===== src/rtl/nrn_pkg.sv =====
package nrn_pkg;

    typedef enum logic [0:0] {
        ST_INTEG   = 1'b0,
        ST_REFRACT = 1'b1
    } nrn_state_e;

    localparam int unsigned NRN_MEM_W  = 16;
    localparam int unsigned NRN_DRV_W  = 8;
    localparam int unsigned NRN_WGT_W  = 8;
    localparam int unsigned NRN_REF_W  = 3;

endpackage


===== src/rtl/nrn_drive_sel.sv =====
module nrn_drive_sel #(
    parameter int unsigned DRV_W = 8,
    parameter int unsigned WGT_W = 8,
    parameter int unsigned MEM_W = 16
) (
    input  logic             drive_sel,
    input  logic [DRV_W-1:0] pin_drive,
    input  logic [DRV_W-1:0] cfg_drive,
    input  logic [WGT_W-1:0] weight,
    output logic [MEM_W-1:0] inc
);
    localparam int unsigned PROD_W = DRV_W + WGT_W;

    logic [DRV_W-1:0]  drv;
    logic [PROD_W-1:0] prod;

    always_comb begin
        drv  = drive_sel ? cfg_drive : pin_drive;
        prod = PROD_W'(drv) * PROD_W'(weight);
    end

    generate
        if (PROD_W <= MEM_W) begin : g_fit
            assign inc = MEM_W'(prod);
        end else begin : g_clamp
            assign inc = (|prod[PROD_W-1:MEM_W]) ? {MEM_W{1'b1}} : prod[MEM_W-1:0];
        end
    endgenerate

endmodule


===== src/rtl/nrn_sat_step.sv =====
module nrn_sat_step #(
    parameter int unsigned MEM_W = 16
) (
    input  logic [MEM_W-1:0] mem_cur,
    input  logic [MEM_W-1:0] leak,
    input  logic [MEM_W-1:0] inc,
    output logic [MEM_W-1:0] mem_next
);
    logic [MEM_W-1:0] drained;
    logic [MEM_W:0]   sum;

    always_comb begin
        drained  = (mem_cur > leak) ? (mem_cur - leak) : '0;
        sum      = {1'b0, drained} + {1'b0, inc};
        mem_next = sum[MEM_W] ? {MEM_W{1'b1}} : sum[MEM_W-1:0];
    end

endmodule


===== src/rtl/nrn_refr_fsm.sv =====
module nrn_refr_fsm
    import nrn_pkg::*;
#(
    parameter int unsigned REF_W = 3
) (
    input  logic             clk,
    input  logic             rst,
    input  logic             en,
    input  logic             fire_req,
    input  logic [REF_W-1:0] refr_len,
    output logic             fire,
    output logic             hold_mem,
    output logic             busy
);
    nrn_state_e       state_q;
    logic [REF_W-1:0] cnt_q;

    always_ff @(posedge clk) begin
        if (rst) begin
            state_q <= ST_INTEG;
            cnt_q   <= '0;
        end else if (en) begin
            unique case (state_q)
                ST_INTEG: begin
                    if (fire_req) begin
                        cnt_q <= refr_len;
                        if (refr_len != '0) begin
                            state_q <= ST_REFRACT;   // fire_to_refract
                        end else begin
                            state_q <= ST_INTEG;     // fire_stay
                        end
                    end
                end
                ST_REFRACT: begin
                    cnt_q <= cnt_q - 1'b1;
                    if (cnt_q == REF_W'(1)) begin
                        state_q <= ST_INTEG;         // refract_done
                    end
                end
                default: begin
                    state_q <= ST_INTEG;
                    cnt_q   <= '0;
                end
            endcase
        end
    end

    always_comb begin
        fire     = 1'b0;
        hold_mem = 1'b1;
        busy     = 1'b0;
        unique case (state_q)
            ST_INTEG: begin
                fire     = en && fire_req;
                hold_mem = !en;
            end
            ST_REFRACT: begin
                busy     = 1'b1;
                hold_mem = 1'b1;
            end
            default: begin
                hold_mem = 1'b1;
            end
        endcase
    end

endmodule


===== src/rtl/nrn_core.sv =====
module nrn_core
    import nrn_pkg::*;
#(
    parameter int unsigned MEM_W = NRN_MEM_W,
    parameter int unsigned DRV_W = NRN_DRV_W,
    parameter int unsigned WGT_W = NRN_WGT_W,
    parameter int unsigned REF_W = NRN_REF_W
) (
    input  logic             clk,
    input  logic             rst,
    input  logic             en,
    input  logic             drive_sel,
    input  logic [DRV_W-1:0] pin_drive,
    input  logic [DRV_W-1:0] cfg_drive,
    input  logic [WGT_W-1:0] weight,
    input  logic [MEM_W-1:0] leak,
    input  logic [MEM_W-1:0] threshold,
    input  logic [REF_W-1:0] refr_len,
    input  logic             permit,
    output logic             spike,
    output logic [MEM_W-1:0] membrane,
    output logic             refr_busy
);
    logic [MEM_W-1:0] mem_q;
    logic             spike_q;
    logic [MEM_W-1:0] inc;
    logic [MEM_W-1:0] mem_next;
    logic             fire_req;
    logic             fire;
    logic             hold_mem;
    logic             busy;

    nrn_drive_sel #(
        .DRV_W (DRV_W),
        .WGT_W (WGT_W),
        .MEM_W (MEM_W)
    ) u_drive (
        .drive_sel (drive_sel),
        .pin_drive (pin_drive),
        .cfg_drive (cfg_drive),
        .weight    (weight),
        .inc       (inc)
    );

    nrn_sat_step #(
        .MEM_W (MEM_W)
    ) u_step (
        .mem_cur  (mem_q),
        .leak     (leak),
        .inc      (inc),
        .mem_next (mem_next)
    );

    assign fire_req = (mem_q >= threshold) && permit;

    nrn_refr_fsm #(
        .REF_W (REF_W)
    ) u_fsm (
        .clk      (clk),
        .rst      (rst),
        .en       (en),
        .fire_req (fire_req),
        .refr_len (refr_len),
        .fire     (fire),
        .hold_mem (hold_mem),
        .busy     (busy)
    );

    always_ff @(posedge clk) begin
        if (rst) begin
            mem_q   <= '0;
            spike_q <= 1'b0;
        end else begin
            spike_q <= fire;
            if (fire) begin
                mem_q <= '0;
            end else if (!hold_mem) begin
                mem_q <= mem_next;
            end
        end
    end

    always_comb begin
        spike     = spike_q;
        membrane  = mem_q;
        refr_busy = busy;
    end

endmodule


===== config.mk =====
export PLATFORM = sky130hd
export DESIGN_NAME = nrn_core
export DESIGN_NICKNAME = d
export VERILOG_FILES = /design/src/rtl/nrn_pkg.sv /design/src/rtl/nrn_drive_sel.sv /design/src/rtl/nrn_sat_step.sv /design/src/rtl/nrn_refr_fsm.sv /design/src/rtl/nrn_core.sv
export SDC_FILE = /design/constraint.sdc
export NUM_CORES = 1
export LEC_CHECK = 0
export CORE_ASPECT_RATIO = 1.5
export CORE_MARGIN = 10
export CORE_UTILIZATION = 55
export DETAILED_ROUTE_END_ITERATION = 10
export PLACE_DENSITY_LB_ADDON = 0.08
export SETUP_SLACK_MARGIN = 0.3
export SYNTH_ARGS = -nofsm -noshare
export SYNTH_HDL_FRONTEND = slang
export SYNTH_SLANG_ARGS = --single-unit

===== constraint.sdc =====
create_clock -name clk -period 9.1 [get_ports clk]
set_input_delay 1.82 -clock clk [delete_from_list [all_inputs] [get_ports clk]]
set_output_delay 1.82 -clock clk [all_outputs]
set_load 0.01 [all_outputs]

==> impl_metrics.toml <==
[global_routing]
antenna_found_initial = 0
grt_pass1_wl_mm = 20.9
busiest_layer = "met2"
grt_usage = 0.199
gr-usage-met3 = 0.0405
grt_max_degree = 20
use_met1 = 0.220
grt_util_met2 = 0.360
overflow = 0
first_global_vias = 4515

[status]
status = "finished, final reports clean"

[finish]
drive_gt1_frac = 0.0701
layout.cells.most_common = "inv_1"
areaGrowthSynthToFinish_pct = 20.8
final_cell_mix = "inv_1, clkdlybuf4s50_1, ha_1"
fin_cells = 735
diodes = 0
nFillCells = 724
final_nets = 815

[pwr]
powerDensity_nw_per_um2 = 234
p_leak_nw = 2.81
peakVddDrop_v = 0.000151

[timing]
worst_pin_slew_ns = 0.729
rsz0062_at_grt = "no"
finalSetupViolations = 0
fin_setup_tns_ns = 0
period_minus_slack_ns = 8.04
period_share = 0.883
max-slew-margin-rel = 0.500
slew_viol_final = 0
finalHoldViolations = 0
skew_ns = 0.00314
fmax_ghz = 0.124

[clock_network]
cts_tree = "done"
cts_sinks = 21
cts_root_buf = "clkbuf_16"
cts-resized-gates = 0
ctsHoldBuffers = 0
htree_levels = 1
cts_buffers = 3
path_clk_slew_ns = 0.06
cts_buffer_depth = 2
postCtsSetupBuffers = 0
clock_latency_ns = 0.26

[hold_path]
hold_class = "flop to flop"
hp-start = "u_fsm.cnt_q[1]$_SDFFE_PP0P_"

[synth]
ys_warn_count = 0
synth_area_per_cell_um2 = 8.61
synth_area_um2 = 4720
synth_seq_cells = 21
seq_area_frac_synth = 0.0891
synth_nets = 734
ys_types = 60
ys_async_sr_fraction = 0
ys.flop_type = "dfxtp_1"
synth_cells = 548
synth-edff-count = 0

[floorplanning]
rows = 41
io_pins = 82
die_x_um = 95.6
coreArea_um2 = 8410
die-area_um2 = 12800
initial_utilization = 0.561
die_h_um = 133

[critical_path]
worst_path_largest_cell_delay_ns = 0.54
critPathArrivalTime_ns = 8.24
startpoint = "leak[0]"
crit_slowest_cell = "fa_1"
cp-end-kind = "flop"
crit_path_frequent_cell = "fa_1"
cp.required_ns = 9.30
path_class = "input port to flop"
r2r_start = "membrane[0]$_SDFFE_PP0N_"
r2r_setup_slack_ns = 2.63
cp-start-kind = "input port"
path_cells = "clkdlybuf4s50_1 -> ha_1 -> fa_1 -> nor2b_1 -> o21a_1 -> o21ai_1 -> a21o_1 -> a31oi_1 -> nand3b_1 -> fa_1 -> fa_1 -> inv_1 -> fa_1 -> inv_1 -> fa_1 -> inv_1 -> ha_1 -> nand3_1 -> a2bb2oi_1 -> o21ai_2 -> o22a_4 -> mux2i_4 -> o221a_2"
crit_fanout = 16

[detailed_routing]
ant_nets = 0
wirelength_mm = 11.9
drc = 0
first_pass_iters = 4
first_iter_violations = 171
viasPerCell = 5.60
wl_per_cell_um = 16.2
vias = 4113

[placement]
numPortBuffers = 81
dp_cells = 731
dpl.hpwl_mm = 10.5
gp_congestion = 0.858

[run]
maxCapViolCount = 0
==> path summary, 6_finish.rpt <==
path	end	cells after the start
setup / recovery	membrane[1]$_SDFFE_PP0N_	23
hold / removal	u_fsm.cnt_q[1]$_SDFFE_PP0P_	1
hold reg to reg	u_fsm.cnt_q[1]$_SDFFE_PP0P_	1
setup reg to reg	membrane[1]$_SDFFE_PP0N_	23
==> critical path: cells and delay by family <==
kind,cells,cell delay (ns)
adders and majority gates,7,2.96
AOI/OAI and AO/OA,8,1.98
buffers and inverters,4,0.55
and+or+nand+nor,3,0.48
muxes,1,0.42
==> metrics by stage <==
step / hold WS, ns / worst slack [ns] / power [mW] / cell area [µm²] / utilization
5_1_grt: 0.541 / 0.585 / 1.48 / 5700 / 0.678
6_report: 0.513 / 1.06 / 1.33 / 5700 / 0.678
4_1_cts: 0.517 / 1.08 / 1.33 / 5700 / 0.678
2_1_floorplan: 0.472 / 1.83 / 0.937 / 4720 / -
3_3_place_gp: 0.484 / 0.980 / 1.20 / 5620 / 0.668
3_5_place_dp: 0.503 / 0.808 / 1.23 / 5620 / 0.668
==> report_power, final <==
part	total [mW]	switching, mW	internal, mW
clock	0.0934	0.0336	0.0597
sequential	0.151	0.0329	0.119
combinational	1.09	0.595	0.492
total	1.33	0.662	0.670
==> cell type report <==
type	count	area, µm²	share of cell area
Multi-Input combinational cell	419	3870	0.678
Tap cell	107	134	0.0235
Clock buffer	4	78.8	0.0138
Timing Repair Buffer	82	818	0.144
Sequential cell	21	420	0.0737
Inverter	102	383	0.0672
==> synthesized netlist by cell type (all sizes together), types with 2 or more instances <==
library cell,number,area share
nand4,6,0.0080
xor2,7,0.013
o211ai,3,0.0048
and2,22,0.029
o21ai,17,0.019
a311oi,2,0.0037
fa,52,0.22
nor3,11,0.012
o21bai,2,0.0032
and3,3,0.0042
inv,102,0.081
o31a,3,0.0056
dfxtp,21,0.089
a21o,15,0.024
a21oi,22,0.023
ha,70,0.19
o41ai,2,0.0037
nand3,4,0.0042
a21boi,2,0.0032
buf,3,0.0058
or2,5,0.0066
nand2b,7,0.0093
clkbuf,3,0.0045
mux2i,4,0.011
nor4,3,0.0053
nor2b,20,0.027
or3,4,0.0053
xnor2,7,0.013
o221a,12,0.029
mux2,11,0.026
o211a,6,0.013
o21a,6,0.0095
nor2,15,0.012
o31ai,2,0.0061
nand2,56,0.045
a211oi,4,0.0064
==> state kept, by name (all words and copies together), names as in the netlist <==
register       cells
membrane          16
spike              1
u_fsm.state_q      1
u_fsm.cnt_q        3
==> routing by layer <==
layer  share of wire  up-vias
li1                -     2005
met1            0.39     1979
met2            0.53      108
met3           0.058       21
met4           0.023        0
met5               0        -
==> cell families after synthesis <==
logic type	after synthesis	share of synthesized area
buffers and inverters	108	0.0915
adders and majority gates	122	0.406
xor gates and xnor gates	14	0.0260
DFF	21	0.0891
and+or+nand+nor	162	0.177
muxes	15	0.0374
AOI/OAI and AO/OA	106	0.172
Note: power is estimated with default switching activity, not from simulation.
